## src/rtl/lfs_pkg.sv

```systemverilog
package lfs_pkg;
  typedef enum logic {
    SEL_FREQ = 1'b0,
    SEL_MODE = 1'b1
  } lfs_sel_e;

  typedef struct packed {
    logic clr_codes;
    logic copy_shadow;
    logic wr_freq;
    logic wr_mode;
  } lfs_act_t;
endpackage

```

## src/rtl/lfs_rst_sync.sv

```systemverilog
module lfs_rst_sync #(
  parameter int STAGES = 2
) (
  input  logic clk,
  input  logic rst_n,
  output logic rst_sync_n
);
  logic [STAGES-1:0] chain_q;
  logic [STAGES-1:0] chain_nxt;

  generate
    if (STAGES == 1) begin : g_one
      always_comb chain_nxt = 1'b1;
    end else begin : g_many
      always_comb chain_nxt = {chain_q[STAGES-2:0], 1'b1};
    end
  endgenerate

  always_ff @(posedge clk or negedge rst_n) begin
    if (!rst_n) chain_q <= '0;
    else        chain_q <= chain_nxt;
  end

  assign rst_sync_n = chain_q[STAGES-1];
endmodule

```

## src/rtl/lfs_event_arb.sv

```systemverilog
module lfs_event_arb
  import lfs_pkg::*;
(
  input  logic     clk,
  input  logic     rst_n,
  input  logic     cold,
  input  logic     warm,
  input  logic     wr_en,
  input  logic     wr_sel,
  input  logic     legacy,
  output lfs_act_t act
);
  logic link_evt;

  always_comb begin
    link_evt        = cold | warm;
    act.clr_codes   = cold & ~legacy;
    act.copy_shadow = warm & ~cold & ~legacy;
    act.wr_freq     = wr_en & ~link_evt & (lfs_sel_e'(wr_sel) == SEL_FREQ);
    act.wr_mode     = wr_en & ~link_evt & (lfs_sel_e'(wr_sel) == SEL_MODE);
  end

  // a link event always suppresses register writes
  assert_write_blocked_R8: assert property (@(posedge clk) disable iff (!rst_n)
    (cold || warm) |-> !(act.wr_freq || act.wr_mode));

  // cold outranks warm
  assert_cold_first_R9: assert property (@(posedge clk) disable iff (!rst_n)
    cold |-> !act.copy_shadow);
endmodule

```

## src/rtl/lfs_code_reg.sv

```systemverilog
module lfs_code_reg #(
  parameter int              W       = 4,
  parameter logic [W-1:0]    RST_VAL = '0
) (
  input  logic         clk,
  input  logic         rst_n,
  input  logic         clear,
  input  logic         load,
  input  logic [W-1:0] d,
  output logic [W-1:0] q
);
  logic [W-1:0] q_nxt;
  logic         en;
  logic         armed_q;

  always_comb begin
    en    = clear | load;
    q_nxt = q;
    if (clear)     q_nxt = RST_VAL;
    else if (load) q_nxt = d;
  end

  always_ff @(posedge clk or negedge rst_n) begin
    if (!rst_n)  q <= RST_VAL;
    else if (en) q <= q_nxt;
  end

  always_ff @(posedge clk or negedge rst_n) begin
    if (!rst_n) armed_q <= 1'b0;
    else        armed_q <= 1'b1;
  end

  // R2 (visible instance) / R5 (shadow instance): a load lands next cycle
  assert_load_lands_R2: assert property (@(posedge clk) disable iff (!armed_q)
    $past(load && !clear) |-> q == $past(d));

  // a clear returns the default
  assert_clear_lands_R3: assert property (@(posedge clk) disable iff (!armed_q)
    $past(clear) |-> q == RST_VAL);
endmodule

```

## src/rtl/lfreq_shadow_ctrl.sv

```systemverilog
module lfreq_shadow_ctrl
  import lfs_pkg::*;
#(
  parameter int                  FREQ_W      = 4,
  parameter logic [FREQ_W-1:0]   FREQ_BASE   = '0,
  parameter int                  SYNC_STAGES = 2
) (
  input  logic              clk,
  input  logic              rst_n,
  input  logic              cold_pulse,
  input  logic              warm_pulse,
  input  logic              wr_en,
  input  logic              wr_sel,
  input  logic [FREQ_W-1:0] wr_data,
  output logic [FREQ_W-1:0] vis_freq,
  output logic [FREQ_W-1:0] pll_freq
);
  logic     rst_sync_n;
  lfs_act_t act;
  logic     legacy_q;
  logic     legacy_nxt;
  logic     armed_q;

  lfs_rst_sync #(.STAGES(SYNC_STAGES)) u_sync (
    .clk(clk), .rst_n(rst_n), .rst_sync_n(rst_sync_n)
  );

  lfs_event_arb u_arb (
    .clk(clk), .rst_n(rst_sync_n),
    .cold(cold_pulse), .warm(warm_pulse),
    .wr_en(wr_en), .wr_sel(wr_sel),
    .legacy(legacy_q), .act(act)
  );

  lfs_code_reg #(.W(FREQ_W), .RST_VAL(FREQ_BASE)) u_vis (
    .clk(clk), .rst_n(rst_sync_n),
    .clear(act.clr_codes), .load(act.wr_freq),
    .d(wr_data), .q(vis_freq)
  );

  lfs_code_reg #(.W(FREQ_W), .RST_VAL(FREQ_BASE)) u_pll (
    .clk(clk), .rst_n(rst_sync_n),
    .clear(act.clr_codes), .load(act.copy_shadow),
    .d(vis_freq), .q(pll_freq)
  );

  always_comb begin
    legacy_nxt = legacy_q;
    if (act.wr_mode) legacy_nxt = wr_data[0];
  end

  always_ff @(posedge clk or negedge rst_sync_n) begin
    if (!rst_sync_n)      legacy_q <= 1'b0;
    else if (act.wr_mode) legacy_q <= legacy_nxt;
  end

  always_ff @(posedge clk or negedge rst_sync_n) begin
    if (!rst_sync_n) armed_q <= 1'b0;
    else             armed_q <= 1'b1;
  end

  assert_reset_default_R1: assert property (@(posedge clk)
    !rst_sync_n |-> (vis_freq == FREQ_BASE && pll_freq == FREQ_BASE));

  assert_write_vis_only_R2: assert property (@(posedge clk) disable iff (!armed_q)
    $past(wr_en && !wr_sel && !cold_pulse && !warm_pulse)
      |-> (vis_freq == $past(wr_data) && $stable(pll_freq)));

  assert_cold_std_R3: assert property (@(posedge clk) disable iff (!armed_q)
    $past(cold_pulse && !legacy_q) |-> (vis_freq == FREQ_BASE && pll_freq == FREQ_BASE));

  assert_cold_legacy_R4: assert property (@(posedge clk) disable iff (!armed_q)
    $past(cold_pulse && legacy_q) |-> ($stable(vis_freq) && $stable(pll_freq)));

  assert_warm_std_R5: assert property (@(posedge clk) disable iff (!armed_q)
    $past(warm_pulse && !cold_pulse && !legacy_q)
      |-> (pll_freq == $past(vis_freq) && $stable(vis_freq)));

  assert_warm_legacy_R6: assert property (@(posedge clk) disable iff (!armed_q)
    $past(warm_pulse && legacy_q) |-> ($stable(vis_freq) && $stable(pll_freq)));

  assert_mode_write_R7: assert property (@(posedge clk) disable iff (!armed_q)
    $past(wr_en && wr_sel && !cold_pulse && !warm_pulse)
      |-> ($stable(vis_freq) && $stable(pll_freq)));
endmodule

```

## config.mk

```make
export PLATFORM = sky130hd
export DESIGN_NAME = lfreq_shadow_ctrl
export DESIGN_NICKNAME = d
export VERILOG_FILES = /design/src/rtl/lfs_pkg.sv /design/src/rtl/lfs_rst_sync.sv /design/src/rtl/lfs_event_arb.sv /design/src/rtl/lfs_code_reg.sv /design/src/rtl/lfreq_shadow_ctrl.sv
export SDC_FILE = /design/constraint.sdc
export NUM_CORES = 1
export LEC_CHECK = 0
export BUFFER_PORTS_ARGS = -buffer_cell sky130_fd_sc_hd__buf_2
export CORE_AREA = 8 8 45 47
export DETAILED_ROUTE_END_ITERATION = 12
export DIE_AREA = 0 0 53 55
export PLACE_DENSITY = 0.59
export SLEW_MARGIN = 25
export SYNTH_ARGS = -nofsm -noshare
export SYNTH_HDL_FRONTEND = slang
export SYNTH_SLANG_ARGS = --single-unit
export TNS_END_PERCENT = 30
```

## constraint.sdc

```tcl
create_clock -name clk -period 0.8 [get_ports clk]
set_input_delay 0.04 -clock clk [delete_from_list [all_inputs] [get_ports clk]]
set_output_delay 0.04 -clock clk [all_outputs]
set_load 0.02 [all_outputs]
```

Word level (Yosys, flattened, before mapping)
Index checks and enable logic that the tools add are counted.
Widths: inputs -> output; s select.
{ "totals": {"reg_bits": 11, "inputBits": 10} }
{ "classes": {"mux": 4, "bitwise": 13, "n_reduce_logical": 4} }
{ "ops": {"columns": ["operator", "count"], "rows": [
  ["$mux 4", 4],
  ["$and 1x1->1", 6],
  ["$not 1->1", 4],
  ["$reduce_and 2->1", 2],
  ["$reduce_bool 2->1", 2],
  ["$or 1x1->1", 3]
]} }

Depth between registers and ports, before layout
{ "depth": {"word_depth": 6, "ltp_mapped": 3, "mapped_depth_nobuf": 3} }

By module
A second synthesis with hierarchy kept.
{ "hier_totals": {"hier_cells": 35, "hier_area_um2": 455.4} }
{ "modules_own_cells": {"columns": ["mod", "n_inst", "cells_per_inst", "area_each_um2", "seq_area_each_um2"], "rows": [
  ["lfs_code_reg", 2, 13, 160.2, 100.1],
  ["lfs_rst_sync", 1, 3, 53.8, 50.0],
  ["lfs_event_arb", 1, 4, 41.3, 0.0],
  ["lfreq_shadow_ctrl", 1, 2, 40.0, 25.0]
]} }

Worst setup path after synthesis
Ideal clock, no wire load.
{ "synth_path": {"path_type": "reg-to-reg", "from": "register, netlist name legacy_q", "to": "register legacy_q", "arrival_ps": 748, "t_required_ps": 680, "setup_slack_ps": -68, "stages_incl_launch_ff": 4, "path_buffers": 0, "period_less_slack_ps": 868, "path_cell_list": "dfrtp_1 inv_1 a31oi_1 a41o_1"} }
{ "synth_rtl": {"columns": ["item", "line", "rtl"], "rows": [
  ["end signal, assigned", "lfreq_shadow_ctrl.sv:54", "else if (act.wr_mode) legacy_q <= legacy_nxt;"],
  ["end, declared", "lfreq_shadow_ctrl.sv:20", "logic legacy_q;"]
]} }

Worst setup path in the final report
{ "layout_path": {"from": "register u_vis.q[2]", "to": "output vis_freq[2]"} }
{ "layout_rtl": {"columns": ["item", "line", "rtl"], "rows": [
  ["start, declared", "lfs_code_reg.sv:10", "output logic [W-1:0] q"],
  ["start signal, assigned", "lfs_code_reg.sv:25", "else if (en) q <= q_nxt;"],
  ["end, declared", "lfreq_shadow_ctrl.sv:15", "output logic [FREQ_W-1:0] vis_freq,"]
]} }
No word-level cell between the ends.

==> results.py <==
metrics = {
    "status": {
        "status": "complete, but fails checks",
        "violations": "setup timing",
    },
    "clock_tree": {
        "cts_inserted_buffers": 3,
        "cts_buffer_depth": 2,
        "cts_root_buffer": "clkbuf_4",
        "cts_sinks": 11,
        "cts_max_level": 1,
        "cts.clk_slew.worst_paths_ns": 0.07,
        "clock_latency_ns": 0.27,
        "cts_tree": "built",
    },
    "synth": {
        "avgSynthCellArea_um2": 10.6,
        "synthesis.nets": 53,
        "yosysTopAreaCellShare_pct": 60.3,
        "syn_area_um2": 457,
        "synth_cells": 43,
        "synth_area_leaders": "dfrtp_1 60%, nand2_1 13%, a32oi_1 7.7%, nor4b_4 5.2%, o21ai_1 4.4%",
        "yosysWarningCount": 0,
        "ys_types": 12,
        "yosys.area.top_type": "dfrtp_1",
        "ys_seq_elements": 11,
        "ys_seq_area_share_pct": 60.3,
    },
    "global_route": {
        "antenna_found_initial": 0,
        "first_global_vias": 455,
        "track_usage_pct": 9.11,
        "overflow": 0,
        "grt_pass1_wl_mm": 1.96,
        "grt_max_degree": 10,
    },
    "worst_setup_path": {
        "startpoint_type": "flip-flop",
        "critPathMaxFanout": 2,
        "path_class": "flip-flop to output pin",
        "endpoint_kind": "output pin",
        "crit_arrival_ns": 0.90,
        "path_cells": "buf_6 -> buf_6",
        "critPathMostFrequentCell": "buf_6",
        "cp_top_family": "flip-flops",
        "cpMaxStageDelayCell": "dfrtp_1",
        "crit_required_ns": 0.76,
        "crit_buf_inv": 2,
        "critical_path.max_stage_delay_ns": 0.39,
    },
    "floorplanning": {
        "ioPinCount": 18,
        "die_y_um": 55,
        "core_area_mm2": 0.00138,
        "die_area_mm2": 0.00292,
        "rows": 14,
        "initial_core_util_pct": 33.0,
        "die_w_um": 53,
    },
    "pwr": {
        "internal-power_mw": 1.01,
        "clkPwrFrac_pct": 25.9,
        "p_leak_nw": 0.404,
        "vdd_ir_drop_max_mv": 1.04,
        "p_comb_share_pct": 27.4,
        "p_sw_mw": 0.428,
        "p_seq_share_pct": 46.7,
        "p_sw_share_pct": 29.7,
        "powerDensity_mw_per_mm2": 1850,
    },
    "detailed_routing": {
        "antenna_left": 0,
        "drt-total-wl_mm": 1.20,
        "viasPerCell": 4.82,
        "routedWlPerCell_um": 12.7,
        "firstDrtPassIters": 4,
        "vias": 453,
        "drt_iter0_markers": 5,
        "route.detailed.drc": 0,
    },
    "sta": {
        "whs_ns": 0.0677,
        "drv_slew": 0,
        "fin_crit_sh_pct": 118,
        "setup_slack_ns": -0.141,
        "tns_ns": -1.13,
        "max_freq_ghz": 1.06,
        "fin_skew_ns": 0.00517,
        "rsz0062_at_grt": "yes",
        "setup_violations": 17,
        "min_period_ns": 0.941,
        "hold_violations": 0,
    },
    "worst_hold_path": {
        "hold_class": "primary input to asynchronous set/reset pin",
    },
    "final_layout": {
        "final_nets": 89,
        "drive_gt1_share_pct": 47.4,
        "multi_input_area_um2": 203,
        "regArea_um2": 275,
        "n_antenna_cell": 0,
        "post-route-util_pct": 56.1,
        "syn_to_final_growth_pct": 70.1,
        "fillers": 122,
    },
    "placed_design": {
        "gp_congestion": 0.704,
        "io_buffers": 17,
        "dpl.hpwl_um": 917,
    },
    "flow_run": {
        "maxCapViolCount": 0,
    },
}
-- sequential cells by signal, indices dropped and copies added (netlist names) --
register,flops
legacy_q,1
u_pll.q,4
u_sync.chain_q,2
u_vis.q,4
-- layout by cell type, fill, tap and decap left out, drive strengths merged --
| master | netlist | routed |
|---|---|---|
| inv | 1 | 1 |
| o21ai | 4 | 4 |
| nor2b | 1 | 1 |
| buf | 0 | 26 |
| a31oi | 1 | 1 |
| nor4b | 1 | 1 |
| clkinv | 0 | 1 |
| dfrtp | 11 | 11 |
| nand2 | 16 | 16 |
| a41o | 1 | 1 |
| clkbuf | 0 | 3 |
| conb | 1 | 1 |
| nor2 | 1 | 1 |
| a32oi | 4 | 4 |
| nand2b | 1 | 1 |
| dlygate4sd3 | 0 | 5 |
-- synth_stat cells --
cell type and count:
nor2b_1 1, nand2b_1 1, a31oi_1 1, dfrtp_1 11
nand2_1 16, nor4b_4 1, o21ai_1 4, nor2_2 1
a32oi_1 4, inv_1 1, conb_1 1, a41o_1 1
-- per-layer routing --
layer	GRT usage, %	part of all wire, %	up-vias
met3	4.81	9.9	0
met2	14.5	47	14
li1	-	-	223
met5	0	0	-
met4	3.45	0	0
met1	10.2	43	216
-- cell families after synthesis --
kind of cell | after synthesis | share of synthesized area [%]
simple gates | 20 | 22.5
compound gates | 10 | 15.6
other cells | 1 | 0.821
flops | 11 | 60.3
buf+inv | 1 | 0.821
-- power groups by stage --
stage                     clock, mW  sequential [mW]  combinational (mW)
after global routing          0.417            0.684               0.425
after global placement            0            0.674               0.301
after detailed placement          0            0.678               0.302
after CTS                     0.392            0.670               0.375
final                         0.373            0.672               0.394
after floorplan                   0            0.721              0.0941
-- worst paths after layout --
path | startpoint | endpoint | slack, ns | cells after the start
setup / recovery | u_vis.q[2] | vis_freq[2] | -0.14 | 2
hold / removal | rst_n | u_sync.chain_q[0] | 0.07 | 2
setup reg to reg | u_vis.q[3] | u_pll.q[3] | -0.11 | 3
hold reg to reg | u_sync.chain_q[1] | u_vis.q[0] | 0.14 | 0
max in group asynchronous | u_sync.chain_q[1] | u_pll.q[0] | 0.39 | 0
min in group clk | wr_en | legacy_q | 0.07 | 2
-- through the flow --
step                worst slack (ns)  instances  area (um2)  power, mW
floorplan                    -0.0464         43         464      0.815
global placement             -0.0354         83         622      0.975
detailed placement           -0.0642         83         622      0.980
CTS                           -0.149         94         753       1.44
global route                  -0.165         94         777       1.52
finish                        -0.141         94         777       1.44
-- timing repair --
item / CTS / global route
resized for setup: 12 / 5
endpoints found under the setup margin: 17 / 17
buffers inserted: 2 / 0
endpoints found under the hold margin: 6 / 0
hold buffers: 5 / 0
pin swaps: 2 / 2
-- layout make-up --
| class | count | area share (%) |
|---|---|---|
| Tap cell | 16 | 2.58 |
| Inverter | 1 | 0.483 |
| Clock buffer | 3 | 2.90 |
| Clock inverter | 1 | 0.644 |
| Sequential cell | 11 | 35.4 |
| Timing Repair Buffer | 31 | 31.9 |
| Multi-Input combinational cell | 31 | 26.1 |
No activity file was read; power rests on OpenSTA's default activity.
